==> src/rtl/vseg_pkg.sv <==
package vseg_pkg;
  localparam int unsigned AW         = 32;
  localparam int unsigned ASID_W     = 8;
  localparam int unsigned PAGE_SHIFT = 13;
  localparam int unsigned CTX_LO     = 4;
  localparam int unsigned CODE_W     = 5;

  typedef enum logic [1:0] {
    SEG_BAD    = 2'd0,
    SEG_DIRECT = 2'd1,
    SEG_TLB    = 2'd2
  } seg_kind_e;

  localparam logic [CODE_W-1:0] EXC_NONE   = 5'd0;
  localparam logic [CODE_W-1:0] EXC_MODIFY = 5'd1;
  localparam logic [CODE_W-1:0] EXC_TLB_LD = 5'd2;
  localparam logic [CODE_W-1:0] EXC_TLB_ST = 5'd3;
  localparam logic [CODE_W-1:0] EXC_ADR_LD = 5'd4;
  localparam logic [CODE_W-1:0] EXC_ADR_ST = 5'd5;
endpackage

==> src/rtl/vseg_decode.sv <==
module vseg_decode
  import vseg_pkg::*;
(
  input  logic [AW-1:0] addr,
  input  logic          user,
  input  logic          erl,
  output seg_kind_e     kind,
  output logic [AW-1:0] direct_pa
);
  localparam logic [AW-1:0] CACHED_BASE   = 32'h8000_0000;
  localparam logic [AW-1:0] UNCACHED_BASE = 32'hA000_0000;

  always_comb begin
    kind      = SEG_TLB;
    direct_pa = '0;
    if (user && addr[AW-1]) begin
      kind = SEG_BAD;
    end else if (!addr[AW-1]) begin
      if (erl) begin
        kind      = SEG_DIRECT;
        direct_pa = addr;
      end
    end else if (addr[AW-2:AW-3] == 2'b00) begin
      kind      = SEG_DIRECT;
      direct_pa = addr - CACHED_BASE;
    end else if (addr[AW-2:AW-3] == 2'b01) begin
      kind      = SEG_DIRECT;
      direct_pa = addr - UNCACHED_BASE;
    end
  end
endmodule

==> src/rtl/vseg_classify.sv <==
module vseg_classify
  import vseg_pkg::*;
(
  input  seg_kind_e         kind,
  input  logic [AW-1:0]     direct_pa,
  input  logic              store,
  input  logic              hit,
  input  logic              valid,
  input  logic              dirty,
  input  logic [AW-1:0]     tlb_pa,
  output logic              fault,
  output logic [CODE_W-1:0] code,
  output logic              refill,
  output logic [AW-1:0]     pa,
  output logic              writable
);
  always_comb begin
    fault    = 1'b0;
    code     = EXC_NONE;
    refill   = 1'b0;
    pa       = '0;
    writable = 1'b0;
    unique case (kind)
      SEG_BAD: begin
        fault = 1'b1;
        code  = store ? EXC_ADR_ST : EXC_ADR_LD;
      end
      SEG_DIRECT: begin
        pa       = direct_pa;
        writable = 1'b1;
      end
      default: begin
        if (!hit) begin
          fault  = 1'b1;
          refill = 1'b1;
          code   = store ? EXC_TLB_ST : EXC_TLB_LD;
        end else if (!valid) begin
          fault = 1'b1;
          code  = store ? EXC_TLB_ST : EXC_TLB_LD;
        end else if (store && !dirty) begin
          fault = 1'b1;
          code  = EXC_MODIFY;
        end else begin
          pa       = tlb_pa;
          writable = dirty;
        end
      end
    endcase
  end
endmodule

==> src/rtl/vseg_capture.sv <==
module vseg_capture
  import vseg_pkg::*;
(
  input  logic          fault,
  input  logic [AW-1:0] addr,
  input  logic [AW-1:0] ctx_in,
  input  logic [AW-1:0] ehi_in,
  output logic [AW-1:0] badv_out,
  output logic [AW-1:0] ctx_out,
  output logic [AW-1:0] ehi_out
);
  localparam int unsigned VPN_W  = AW - PAGE_SHIFT;
  localparam int unsigned CTX_HI = CTX_LO + VPN_W;
  localparam int unsigned GAP_W  = PAGE_SHIFT - ASID_W;

  logic [AW-1:0] ctx_new;
  logic [AW-1:0] ehi_new;

  generate
    if (CTX_HI < AW) begin : g_ctx_top
      assign ctx_new = {ctx_in[AW-1:CTX_HI], addr[AW-1:PAGE_SHIFT], ctx_in[CTX_LO-1:0]};
    end else begin : g_ctx_full
      assign ctx_new = {addr[AW-1:PAGE_SHIFT], ctx_in[CTX_LO-1:0]};
    end
  endgenerate

  assign ehi_new = {addr[AW-1:PAGE_SHIFT], {GAP_W{1'b0}}, ehi_in[ASID_W-1:0]};

  always_comb begin
    if (fault) begin
      badv_out = addr;
      ctx_out  = ctx_new;
      ehi_out  = ehi_new;
    end else begin
      badv_out = '0;
      ctx_out  = ctx_in;
      ehi_out  = ehi_in;
    end
  end
endmodule

==> src/rtl/vseg_fault_unit.sv <==
module vseg_fault_unit
  import vseg_pkg::*;
(
  input  logic              clk,
  input  logic              rst_n,
  input  logic              req_valid,
  output logic              req_ready,
  input  logic [AW-1:0]     req_addr,
  input  logic              req_store,
  input  logic              req_user,
  input  logic              req_erl,
  input  logic              tlb_hit,
  input  logic              tlb_valid,
  input  logic              tlb_dirty,
  input  logic [AW-1:0]     tlb_pa,
  input  logic [AW-1:0]     cur_context,
  input  logic [AW-1:0]     cur_entryhi,
  output logic              rsp_valid,
  input  logic              rsp_ready,
  output logic              rsp_fault,
  output logic [CODE_W-1:0] rsp_code,
  output logic              rsp_refill,
  output logic [AW-1:0]     rsp_pa,
  output logic              rsp_writable,
  output logic [AW-1:0]     rsp_badvaddr,
  output logic [AW-1:0]     rsp_context,
  output logic [AW-1:0]     rsp_entryhi
);
  seg_kind_e         kind;
  logic [AW-1:0]     direct_pa;
  logic              c_fault;
  logic [CODE_W-1:0] c_code;
  logic              c_refill;
  logic [AW-1:0]     c_pa;
  logic              c_wr;
  logic [AW-1:0]     c_badv;
  logic [AW-1:0]     c_ctx;
  logic [AW-1:0]     c_ehi;
  logic              take;

  vseg_decode u_dec (
    .addr      (req_addr),
    .user      (req_user),
    .erl       (req_erl),
    .kind      (kind),
    .direct_pa (direct_pa)
  );

  vseg_classify u_cls (
    .kind      (kind),
    .direct_pa (direct_pa),
    .store     (req_store),
    .hit       (tlb_hit),
    .valid     (tlb_valid),
    .dirty     (tlb_dirty),
    .tlb_pa    (tlb_pa),
    .fault     (c_fault),
    .code      (c_code),
    .refill    (c_refill),
    .pa        (c_pa),
    .writable  (c_wr)
  );

  vseg_capture u_cap (
    .fault    (c_fault),
    .addr     (req_addr),
    .ctx_in   (cur_context),
    .ehi_in   (cur_entryhi),
    .badv_out (c_badv),
    .ctx_out  (c_ctx),
    .ehi_out  (c_ehi)
  );

  assign req_ready = !rsp_valid || rsp_ready;
  assign take      = req_valid && req_ready;

  always_ff @(posedge clk) begin
    if (!rst_n) begin
      rsp_valid    <= 1'b0;
      rsp_fault    <= 1'b0;
      rsp_code     <= EXC_NONE;
      rsp_refill   <= 1'b0;
      rsp_pa       <= '0;
      rsp_writable <= 1'b0;
      rsp_badvaddr <= '0;
      rsp_context  <= '0;
      rsp_entryhi  <= '0;
    end else if (take) begin
      rsp_valid    <= 1'b1;
      rsp_fault    <= c_fault;
      rsp_code     <= c_code;
      rsp_refill   <= c_refill;
      rsp_pa       <= c_pa;
      rsp_writable <= c_wr;
      rsp_badvaddr <= c_badv;
      rsp_context  <= c_ctx;
      rsp_entryhi  <= c_ehi;
    end else if (rsp_ready) begin
      rsp_valid <= 1'b0;
    end
  end
endmodule

==> config.mk <==
export PLATFORM = sky130hd
export DESIGN_NAME = vseg_fault_unit
export DESIGN_NICKNAME = d
export VERILOG_FILES = /design/src/rtl/vseg_pkg.sv /design/src/rtl/vseg_decode.sv /design/src/rtl/vseg_classify.sv /design/src/rtl/vseg_capture.sv /design/src/rtl/vseg_fault_unit.sv
export SDC_FILE = /design/constraint.sdc
export NUM_CORES = 1
export LEC_CHECK = 0
export BUFFER_PORTS_ARGS = -buffer_cell sky130_fd_sc_hd__buf_2
export CAP_MARGIN = 10
export CORE_MARGIN = 3
export CORE_UTILIZATION = 45
export DETAILED_ROUTE_END_ITERATION = 10
export GPL_TIMING_DRIVEN = 0
export PLACE_DENSITY_LB_ADDON = 0.1
export RECOVER_POWER = 25
export SLEW_MARGIN = 20
export SYNTH_ARGS = -nofsm -noshare
export SYNTH_HDL_FRONTEND = slang
export SYNTH_SLANG_ARGS = --single-unit
==> constraint.sdc <==
create_clock -name clk -period 1.9 [get_ports clk]
set_clock_uncertainty 0.05 [all_clocks]
set_input_delay 0.095 -clock clk [delete_from_list [all_inputs] [get_ports clk]]
set_output_delay 0.095 -clock clk [all_outputs]
set_load 0.01 [all_outputs]
==> metrics.yaml <==
placed_design:
  dp_cells: 995
  preCtsSetupSlack_ns: -0.323
  place_hpwl_mm: 14.9
  port-buffer-count: 272
  gp_congestion: 0.877
cells_and_area:
  final_layout_size_suffix_gt1_share_pct: 25.6
  diodes: 0
  areaGrowthSynthToFinish_pct: 63.4
  stdcell_count: 1155
  nFillCells: 798
  nNetsFinal: 1143
drt:
  drt-wirelength-per-cell_um: 19.2
  ant_nets: 0
  totalWireLength_mm: 22.2
  drc: 0
  num_vias: 6449
  first_pass_iters: 8
  via_per_inst: 5.58
  drt_iter0_drc: 556
worst_setup_path:
  cp-start-kind: "flop"
  crit_start: "rsp_valid$_SDFFE_PN0P_"
  worstSetupPathType: "reg -> reg"
  critPathCapture: "rsp_writable$_SDFFE_PN0P_"
  reg2reg_from: "rsp_valid$_SDFFE_PN0P_"
  worstPathRequired_ns: 2.16
  cp.arrival_ns: 2.07
  reg2reg_slack_ns: 0.08
  worstPathMaxFanout: 10
  r2r_end: "rsp_writable$_SDFFE_PN0P_"
  end_kind: "flop"
  rr_worst_depth: 6
die:
  rows: 38
  die_area_sq_um: 13000
  ioPinCount: 276
  die_width_um: 114
  core_area_sq_um: 11100
  start_util_pct: 47.1
  die_h_um: 114
synth:
  synth_warnings: 0
  synth_seq_cells: 135
  syn_area_sq_um: 5240
  syn_avg_cell_area_sq_um: 8.99
  ys_seq_area_share_pct: 51.6
  synth_cell_type_count: 38
  syn_inst: 582
global_route:
  grt_max_degree: 17
  grt_pass1_wl_mm: 33.8
  grt_pass1_vias: 6526
  antenna_found_initial: 0
  grt_overflow: 0
  track_usage_pct: 33.5
clock_tree:
  htreeDepth: 4
  cts_root_buf: "clkbuf_16"
  clock-sinks: 135
  path_clk_slew_ns: 0.05
  worstSkewPairLatency_ns: 0.42
  clockBufferDepth: 2
  numCtsBuffers: 17
  cts_tree: "done"
sta:
  timing.hold.ws_ns: 0.0231
  finalSetupViolations: 0
  finalCritPeriodShare_pct: 95.5
  setup_ws_ns: 0.0847
  rsz0062_at_grt: "yes"
  post-route-min-period_ns: 1.82
  slew_violations: 0
  setup_tns_ns: 0
  tightest_slew_ns: 0.984
  final_hold_viol_count: 0
  fmax_mhz: 551
  slew_headroom_pct: 33.9
worst_hold_path:
  min_path_type: "in -> reg"
power:
  ir_drop_mv: 0.809
  power_density_nw_per_um2: 874
  leakage_nw: 3.74
run_status:
  status: "completed"
run:
  max_cap_violations: 0
flip-flops by register name, indices dropped and copies added, names as in the netlist:
signal and flops:
rsp_fault 1, rsp_entryhi 32, rsp_badvaddr 32, rsp_refill 1, rsp_pa 32, rsp_code 3, rsp_writable 1, rsp_valid 1
rsp_context 32
stage by stage:
| stage | utilization (%) | power (mW) | instance area [sq um] |
|---|---|---|---|
| finish | 76.9 | 7.48 | 8550 |
| global route | 76.9 | 7.72 | 8550 |
| CTS | 77.6 | 7.46 | 8630 |
| detailed placement | 60.9 | 4.27 | 6780 |
| global placement | 60.9 | 4.24 | 6780 |
| floorplan | - | 3.72 | 5240 |
how the worst min path moves through the flow:
stage	slack, ns	depth (start not counted)	startpoint	to
6_report	0.02	3	req_addr[31]	rsp_entryhi[31]$_SDFFE_PN0P_
5_1_grt	0.04	3	req_addr[30]	rsp_entryhi[30]$_SDFFE_PN0P_
4_1_cts	0.009	3	rsp_ready	rsp_valid$_SDFFE_PN0P_
3_5_place_dp	0.28	2	req_addr[4]	rsp_badvaddr[4]$_SDFFE_PN0P_
3_3_place_gp	0.28	2	req_addr[4]	rsp_badvaddr[4]$_SDFFE_PN0P_
2_1_floorplan	0.18	1	req_addr[0]	rsp_badvaddr[0]$_SDFFE_PN0P_
cell type report:
| class | instances | area (sq um) | area share (%) |
|---|---|---|---|
| tap | 140 | 175 | 2.05 |
| clock inverter | 4 | 45.0 | 0.527 |
| inverter | 4 | 15.0 | 0.176 |
| multi-input combinational | 383 | 2250 | 26.3 |
| buffer | 59 | 285 | 3.34 |
| timing repair buffer | 403 | 2590 | 30.3 |
| sequential | 135 | 2700 | 31.6 |
| clock buffer | 27 | 483 | 5.65 |
layout by cell type, fill, tap and decap left out, types with 2 or more instances in the layout:
cell type      netlist  routed
clkbuf_2             0       9
clkbuf_1            50     109
conb_1               1       2
dlygate4sd3_1        0     131
a21oi_1             38      38
a21boi_0            32      32
inv_1                4       4
buf_6                4       4
clkbuf_16            0      17
nor2_1              30      30
nand3_1              4       4
a31oi_1             20      20
ha_1                 2       2
a22o_1              32      32
buf_4                2       4
o21ai_0            108     108
a221oi_1            30      30
clkbuf_8             0       2
clkinv_2             0       3
nand2_1             58      57
buf_2                4     212
dfxtp_1            135     135
and2_1               2       2
o211ai_1             6       6
nor2b_1              2       2
metal layers:
metal  up-vias  part of all wire, %  GRT usage, %
met3        84                  9.5          9.60
li1       2964                    -             -
met5         -                    0             0
met4         0                  4.1          17.3
met1      3000                   38          38.7
met2       401                   48          56.6
where the power goes:
part | switching, mW | leakage [nW] | internal (mW) | total (mW)
sequential | 0.105 | 1.11 | 3.03 | 3.13
clock | 1.17 | 0.259 | 1.85 | 3.02
combinational | 0.720 | 2.37 | 0.599 | 1.32
Yosys cell counts (all sizes together):
library cell	n	share of area, %
mux2	1	0.22
a21boi	33	4.7
a21oi	38	3.6
or2	1	0.12
o211ai	6	0.86
nand2	58	4.2
dfxtp	135	52
o21ai	108	10
conb	1	0.072
nand3	4	0.38
nor2	30	2.2
xnor2	1	0.17
or3	1	0.12
nor3	1	0.096
nand4	1	0.12
or3b	2	0.38
a31oi	20	2.4
a22o	32	5.4
o211a	1	0.19
clkbuf	50	3.6
nand2b	1	0.12
nand3b	1	0.14
a2111oi	1	0.53
o21bai	1	0.14
inv	4	0.29
and4	1	0.17
a221oi	30	5.0
ha	2	0.48
buf	11	1.6
and2	3	0.41
nor2b	2	0.24
mux2i	1	0.19
what timing repair did:
action                                  CTS  global route
gates resized for setup                  11             7
hold buffers                            131             0
endpoints found under the hold margin   131             0
endpoints found under the setup margin   90            79
setup buffers                             0             0
critical path, cell delays in order (launching register included):
cell and delay (ns):
dfxtp_1 0.31, nand2b_1 0.15, and2_1 0.30, clkbuf_4 0.29, buf_2 0.26, nand3_1 0.16
o211a_1 0.18
logic make-up after synthesis:
kind of cell	count (synthesis)	share of synthesized area, %
AO/OA/AOI/OAI	270	33.2
multiplexers	2	0.406
AND/OR/NAND/NOR	106	8.60
XOR/XNOR	1	0.167
adder cells (fa/ha/maj)	2	0.478
other	1	0.0716
flip-flops	135	51.6
buffers and inverters	65	5.47
No activity file was read; power rests on OpenSTA's default activity.
